**src/rtl/xirq_pkg.sv**
```systemverilog
package xirq_pkg;
  localparam int unsigned REG_W       = 32;
  localparam logic [7:0]  OFS_STAT    = 8'h24;
  localparam logic [7:0]  OFS_RISE    = 8'h28;
  localparam logic [7:0]  OFS_FALL    = 8'h2C;
  localparam logic [7:0]  OFS_FLEN    = 8'h30;
  localparam int unsigned BIT_NMI_PIN = 31;
  localparam int unsigned BIT_NMI_WD  = 30;

  // Write-one-to-clear update in which a new event beats the clear.
  function automatic logic [REG_W-1:0] w1c_update(input logic [REG_W-1:0] cur,
                                                  input logic [REG_W-1:0] clr,
                                                  input logic [REG_W-1:0] set);
    return (cur & ~clr) | set;
  endfunction
endpackage

```
**src/rtl/xirq_sync.sv**
```systemverilog
module xirq_sync #(
  parameter int unsigned W = 1
) (
  input  logic         clk,
  input  logic         rst_n,
  input  logic [W-1:0] d,
  output logic [W-1:0] q
);
  logic [W-1:0] stage1;

  always_ff @(posedge clk or negedge rst_n) begin
    if (!rst_n) begin
      stage1 <= '0;
      q      <= '0;
    end else begin
      stage1 <= d;
      q      <= stage1;
    end
  end
endmodule

```
**src/rtl/xirq_glitch_filter.sv**
```systemverilog
module xirq_glitch_filter #(
  parameter int unsigned LEN_W = 4
) (
  input  logic             clk,
  input  logic             rst_n,
  input  logic             din,
  input  logic [LEN_W-1:0] len,
  output logic             level,
  output logic             rise,
  output logic             fall
);
  logic [LEN_W-1:0] cnt;
  logic             differ;
  logic             commit;

  // True when the input has held its new value long enough to be accepted.
  function automatic logic held_enough(input logic [LEN_W-1:0] c,
                                       input logic [LEN_W-1:0] l);
    return (l == '0) || (c >= LEN_W'(l - 1'b1));
  endfunction

  assign differ = din ^ level;
  assign commit = differ && held_enough(cnt, len);
  assign rise   = commit & din;
  assign fall   = commit & ~din;

  always_ff @(posedge clk or negedge rst_n) begin
    if (!rst_n) begin
      level <= 1'b0;
      cnt   <= '0;
    end else if (commit) begin
      level <= din;
      cnt   <= '0;
    end else if (differ) begin
      cnt   <= cnt + 1'b1;
    end else begin
      cnt   <= '0;
    end
  end
endmodule

```
**src/rtl/xirq_regs.sv**
```systemverilog
module xirq_regs
  import xirq_pkg::*;
#(
  parameter int unsigned N_IRQ  = 16,
  parameter int unsigned FLT_W  = 4,
  parameter int unsigned ADDR_W = 8
) (
  input  logic              clk,
  input  logic              rst_n,
  input  logic              bus_sel,
  input  logic              bus_we,
  input  logic [ADDR_W-1:0] bus_addr,
  input  logic [REG_W-1:0]  bus_wdata,
  output logic [REG_W-1:0]  bus_rdata,
  input  logic [REG_W-1:0]  set_vec,
  output logic [REG_W-1:0]  clr_vec,
  output logic [REG_W-1:0]  flags,
  output logic [N_IRQ-1:0]  rise_en,
  output logic [N_IRQ-1:0]  fall_en,
  output logic              nmi_pin_en,
  output logic              nmi_wd_en,
  output logic [FLT_W-1:0]  flt_len
);
  localparam logic [ADDR_W-1:0] A_STAT = ADDR_W'(OFS_STAT);
  localparam logic [ADDR_W-1:0] A_RISE = ADDR_W'(OFS_RISE);
  localparam logic [ADDR_W-1:0] A_FALL = ADDR_W'(OFS_FALL);
  localparam logic [ADDR_W-1:0] A_FLEN = ADDR_W'(OFS_FLEN);

  logic wr;
  logic once_done;

  assign wr      = bus_sel & bus_we;
  assign clr_vec = (wr && bus_addr == A_STAT) ? bus_wdata : '0;

  always_ff @(posedge clk or negedge rst_n) begin
    if (!rst_n) begin
      flags      <= '0;
      rise_en    <= '0;
      fall_en    <= '0;
      nmi_pin_en <= 1'b0;
      nmi_wd_en  <= 1'b0;
      once_done  <= 1'b0;
      flt_len    <= '0;
    end else begin
      flags <= w1c_update(flags, clr_vec, set_vec);
      if (wr && bus_addr == A_RISE) rise_en <= bus_wdata[N_IRQ-1:0];
      if (wr && bus_addr == A_FLEN) flt_len <= bus_wdata[FLT_W-1:0];
      if (wr && bus_addr == A_FALL) begin
        fall_en   <= bus_wdata[N_IRQ-1:0];
        once_done <= 1'b1;
        if (!once_done) begin
          nmi_pin_en <= bus_wdata[BIT_NMI_PIN];
          nmi_wd_en  <= bus_wdata[BIT_NMI_WD];
        end
      end
    end
  end

  always_comb begin
    bus_rdata = '0;
    if (bus_sel) begin
      case (bus_addr)
        A_STAT: bus_rdata = flags;
        A_RISE: bus_rdata[N_IRQ-1:0] = rise_en;
        A_FALL: begin
          bus_rdata[N_IRQ-1:0]   = fall_en;
          bus_rdata[BIT_NMI_PIN] = nmi_pin_en;
          bus_rdata[BIT_NMI_WD]  = nmi_wd_en;
        end
        A_FLEN: bus_rdata[FLT_W-1:0] = flt_len;
        default: bus_rdata = '0;
      endcase
    end
  end
endmodule

```
**src/rtl/xirq_edge_unit.sv**
```systemverilog
module xirq_edge_unit
  import xirq_pkg::*;
#(
  parameter int unsigned N_IRQ  = 16,
  parameter int unsigned FLT_W  = 4,
  parameter int unsigned ADDR_W = 8
) (
  input  logic              clk,
  input  logic              rst_n,
  input  logic [N_IRQ-1:0]  irq_pin,
  input  logic              nmi_pin,
  input  logic              wdog_evt,
  input  logic              bus_sel,
  input  logic              bus_we,
  input  logic [ADDR_W-1:0] bus_addr,
  input  logic [REG_W-1:0]  bus_wdata,
  output logic [REG_W-1:0]  bus_rdata,
  output logic              irq_out,
  output logic              nmi_out
);
  localparam int unsigned SYNC_W = N_IRQ + 1;

  logic [SYNC_W-1:0] pin_sync;
  logic [N_IRQ-1:0]  irq_sync;
  logic [N_IRQ-1:0]  irq_lvl;
  logic [N_IRQ-1:0]  irq_rise;
  logic [N_IRQ-1:0]  irq_fall;
  logic              nmi_sync;
  logic              nmi_prev;
  logic              nmi_fall;
  logic              wd_prev;
  logic              wd_fall;
  logic [REG_W-1:0]  set_vec;
  logic [REG_W-1:0]  clr_vec;
  logic [REG_W-1:0]  flags;
  logic [N_IRQ-1:0]  rise_en;
  logic [N_IRQ-1:0]  fall_en;
  logic              nmi_pin_en;
  logic              nmi_wd_en;
  logic [FLT_W-1:0]  flt_len;

  xirq_sync #(.W(SYNC_W)) u_sync (
    .clk   (clk),
    .rst_n (rst_n),
    .d     ({nmi_pin, irq_pin}),
    .q     (pin_sync)
  );

  assign irq_sync = pin_sync[N_IRQ-1:0];
  assign nmi_sync = pin_sync[N_IRQ];

  for (genvar i = 0; i < N_IRQ; i++) begin : g_flt
    xirq_glitch_filter #(.LEN_W(FLT_W)) u_flt (
      .clk   (clk),
      .rst_n (rst_n),
      .din   (irq_sync[i]),
      .len   (flt_len),
      .level (irq_lvl[i]),
      .rise  (irq_rise[i]),
      .fall  (irq_fall[i])
    );
  end

  always_ff @(posedge clk or negedge rst_n) begin
    if (!rst_n) begin
      nmi_prev <= 1'b0;
      wd_prev  <= 1'b0;
    end else begin
      nmi_prev <= nmi_sync;
      wd_prev  <= wdog_evt;
    end
  end

  assign nmi_fall = nmi_prev & ~nmi_sync;
  assign wd_fall  = wd_prev & ~wdog_evt;

  always_comb begin
    set_vec              = '0;
    set_vec[N_IRQ-1:0]   = (irq_rise & rise_en) | (irq_fall & fall_en);
    set_vec[BIT_NMI_PIN] = nmi_fall & nmi_pin_en;
    set_vec[BIT_NMI_WD]  = wd_fall & nmi_wd_en;
  end

  xirq_regs #(.N_IRQ(N_IRQ), .FLT_W(FLT_W), .ADDR_W(ADDR_W)) u_regs (
    .clk        (clk),
    .rst_n      (rst_n),
    .bus_sel    (bus_sel),
    .bus_we     (bus_we),
    .bus_addr   (bus_addr),
    .bus_wdata  (bus_wdata),
    .bus_rdata  (bus_rdata),
    .set_vec    (set_vec),
    .clr_vec    (clr_vec),
    .flags      (flags),
    .rise_en    (rise_en),
    .fall_en    (fall_en),
    .nmi_pin_en (nmi_pin_en),
    .nmi_wd_en  (nmi_wd_en),
    .flt_len    (flt_len)
  );

  assign irq_out = |flags;
  assign nmi_out = flags[BIT_NMI_PIN] | flags[BIT_NMI_WD];
endmodule

```
**config.mk**
```make
export PLATFORM = sky130hd
export DESIGN_NAME = xirq_edge_unit
export DESIGN_NICKNAME = d
export VERILOG_FILES = /design/src/rtl/xirq_pkg.sv /design/src/rtl/xirq_sync.sv /design/src/rtl/xirq_glitch_filter.sv /design/src/rtl/xirq_regs.sv /design/src/rtl/xirq_edge_unit.sv
export SDC_FILE = /design/constraint.sdc
export NUM_CORES = 1
export LEC_CHECK = 0
export ABC_AREA = 1
export BUFFER_PORTS_ARGS = -buffer_cell sky130_fd_sc_hd__buf_2
export CORE_ASPECT_RATIO = 0.7
export CORE_MARGIN = 3
export CORE_UTILIZATION = 42
export CTS_CLUSTER_SIZE = 20
export DETAILED_ROUTE_END_ITERATION = 10
export HOLD_SLACK_MARGIN = 0.08
export PLACE_DENSITY = 0.67
export SETUP_SLACK_MARGIN = 0.1
export SYNTH_ARGS = -nofsm -noshare
export SYNTH_HDL_FRONTEND = slang
export SYNTH_HIERARCHICAL = 1
export SYNTH_SLANG_ARGS = --single-unit
```
**constraint.sdc**
```tcl
create_clock -name clk -period 3.15 [get_ports clk]
set_input_delay 0.945 -clock clk [delete_from_list [all_inputs] [get_ports clk]]
set_output_delay 0.945 -clock clk [all_outputs]
set_load 0.03 [all_outputs]
```
==> summary.md <==
| Metric | Value |
|---|---|
| Overall routing resource usage | 19.5% |
| Startpoint of the lowest-slack hold path | u_sync/stage1[6]$_DFF_PN0_ |
| Weighted congestion at the end of routability-driven global placement | 0.817 |
| Input/output buffers | 95 |
| Count of antenna diodes in the layout | 0 |
| Die Area | 0.0302 mm^2 |
| Count of synthesis-stage warnings from yosys | 6 |
| Routed length on met3 | 1.33 mm |
| Mean Syn Cell Area | 8.44 um^2 |
| Slew at the pin with the worst max-slew slack | 0.577 ns |
| Mean routed wirelength per cell | 14.7 um |
| Post-route DRC violation count | 0 |
| Hpwl dp | 20.2 mm |
| Arrival time worst endpoint | 2.16 ns |
| Worst slew margin relative to its limit | 61.6% |
| Drt first-iter violations | 463 |
| Highest layer used for signal routing | met4 |
| Leakage power | 7.24 nW |
| Total core area | 0.0272 mm^2 |
| Routed length on met2 | 13.1 mm |
| Logic depth of the worst register-to-register path | 11 |
| Library cell contributing the largest single delay on the critical path | nor2_4 |
| Final setup vio count | 0 |
| CTS sink count | 187 |
| Gr ovfl total | 0 |
| Cell Chain, Critical Path | buf_6, inv_4, nand2_4, nor2_4, buf_6, buf_12, buf_16, nand3_1, nand3_1, nand2_1, inv_1, buf_6 |
| Hold path cells | 0 |
| CP dominant cell by count | buf_6 |
| Hold Path End | u_sync/q[6]$_DFF_PN0_ |
| Worst setup slack before clock tree synthesis | -0.0718 ns |
| Hold slack | 0.347 ns |
| Critical Path Fanout Max | 6 |
| Final hold violation count | 0 |
| R2R setup slack | 0.60 ns |
| Number of buffers inserted during clock tree synthesis | 17 |
| Number of optimization iterations in the first detailed-route pass | 5 |
| Path type of the worst setup path | primary input to output pin |
| Vias per cell | 4.92 |
| Most common cell after layout, fill and taps aside | nand2_1 |
| Count of pins on the block boundary | 96 |
| Post-route setup slack | 0.0492 ns |
| Cell at the root of the clock tree | clkbuf_16 |
| Min Clock Period, post-route | 3.10 ns |
| Placed instance area | 0.0130 mm^2 |
| Setup TNS | 0 ns |
| Fin nets | 1,722 |
| H-tree lvl count | 4 |
| Maximum buffer depth of the clock tree | 2 |
| End of the worst register-to-register path | u_regs/flags[4]$_DFF_PN0_ |
| Status | finished clean |
| Ratio of final minimum period to clock period | 98.4% |
| Length of routed wiring on met1 | 13.5 mm |
| Count of standard-cell rows | 50 |
| Wire length after detailed routing | 28.3 mm |
| Reg-to-reg critical path startpoint | u_regs/flt_len[1]$_DFFE_PN0P_ |
| Largest stage delay on the critical path | 0.16 ns |
| Synthesized cell area | 0.0118 mm^2 |
| Count of maximum capacitance violations | 0 |
| Starting utilization of the core area | 43.5% |
| Layout cells sized above 1 | 22.4% |
| Vias in the first global route | 9,437 |
| Antenna violations before repair | 0 |
| Die Ht | 146 um |
| Largest net degree at the start of global routing | 63 |
| Via count | 9,462 |
| Cells after synthesis | 1,402 |
| Skew-Pair Late Insertion Delay | 0.45 ns |
| Global-route wire length before repair | 47.2 mm |
| Total power per unit cell area | 391 mW/mm^2 |
| Overall Power | 5.55 mW |
| Reg clk slew, reported paths | 0.06 ns |
| Clock tree from TritonCTS | yes |
| Width of the die | 207 um |
| Post-Layout Inst Area | 0.0142 mm^2 |
| Class of the worst hold path | register to register |
| Pins Over Slew Limit | 0 |
| Maximum VDD drop | 0.327 mV |
| Critical path startpoint category | primary input |
| Layout Skew | 0.0113 ns |
| Commonest cells after routing, fill and taps aside | nand2_1 (304), inv_1 (189), dfrtp_1 (186) |
| Maximum frequency from static timing analysis | 322 MHz |
| Hold buffer count at cts | 0 |
| Setup repair after global routing missed its margin | true |
| Growth of design area from synthesis to finish | 20.1% |
| Antenna Nets Post-Route | 0 |
| Worst endpoint required time | 2.20 ns |
| Endpoint class of the critical path | output pin |
-- flip-flops by register name, indices dropped and copies added (netlist names) --
signal,flops
u_sync/stage1,17
u_regs/nmi_wd_en,1
u_regs/fall_en,16
u_regs/once_done,1
g_flt.u_flt/cnt,64
u_sync/q,17
nmi_prev,1
u_regs/nmi_pin_en,1
g_flt.u_flt/level,16
u_regs/rise_en,16
wd_prev,1
u_regs/flt_len,4
u_regs/flags,32
-- worst max-delay path: cells and delay by family --
| kind | cells | cell delay (ns) |
|---|---|---|
| buffers and inverters | 7 | 0.73 |
| AND/OR/NAND/NOR | 5 | 0.47 |
-- routing by layer --
metal / vias up / track usage, %
li1: 4767 / -
met1: 4484 / 27.7
met2: 184 / 30.3
met3: 27 / 4.37
met4: 0 / 4.78
met5: - / 0
-- worst max path at each step --
stage,startpoint,to,slack (ns),cells past startpoint
finish,bus_addr[7],bus_rdata[11],0.05,12
global route,bus_addr[7],bus_rdata[16],-0.02,11
CTS,bus_addr[1],bus_rdata[3],0.07,12
detailed placement,bus_addr[6],bus_rdata[1],-0.07,12
global placement,bus_addr[6],bus_rdata[1],-0.04,12
floorplan,bus_addr[6],bus_rdata[20],0.08,8
-- where the power goes --
group	internal, mW	switching, mW
sequential	2.51	0.0806
combinational	0.321	0.477
clock	1.22	0.945
-- stage by stage --
step                      cells  util, %
final                      1925     52.2
after detailed placement   1884     47.9
after floorplan            1415        -
after global routing       1925     52.2
after global placement     1884     47.9
after CTS                  1924     51.3
-- area by class of cell --
cell class                      instances  area [um^2]
Inverter                              215          817
Sequential cell                       187         4680
Clock buffer                           24          512
Timing Repair Buffer                  138         1200
Multi-Input combinational cell        989         6450
Fill cell                            2524        13000
Tap cell                              364          455
Clock inverter                          8         82.6
-- timing repair --
item | in CTS | in global routing
gates resized for setup | 69 | 60
buffers inserted | 5 | 0
setup endpoints to repair | 31 | 32
pin swaps | 7 | 12
endpoints found under the hold margin | 0 | 0
gates cloned | 3 | 2
Power figures use the tool's default switching activity.
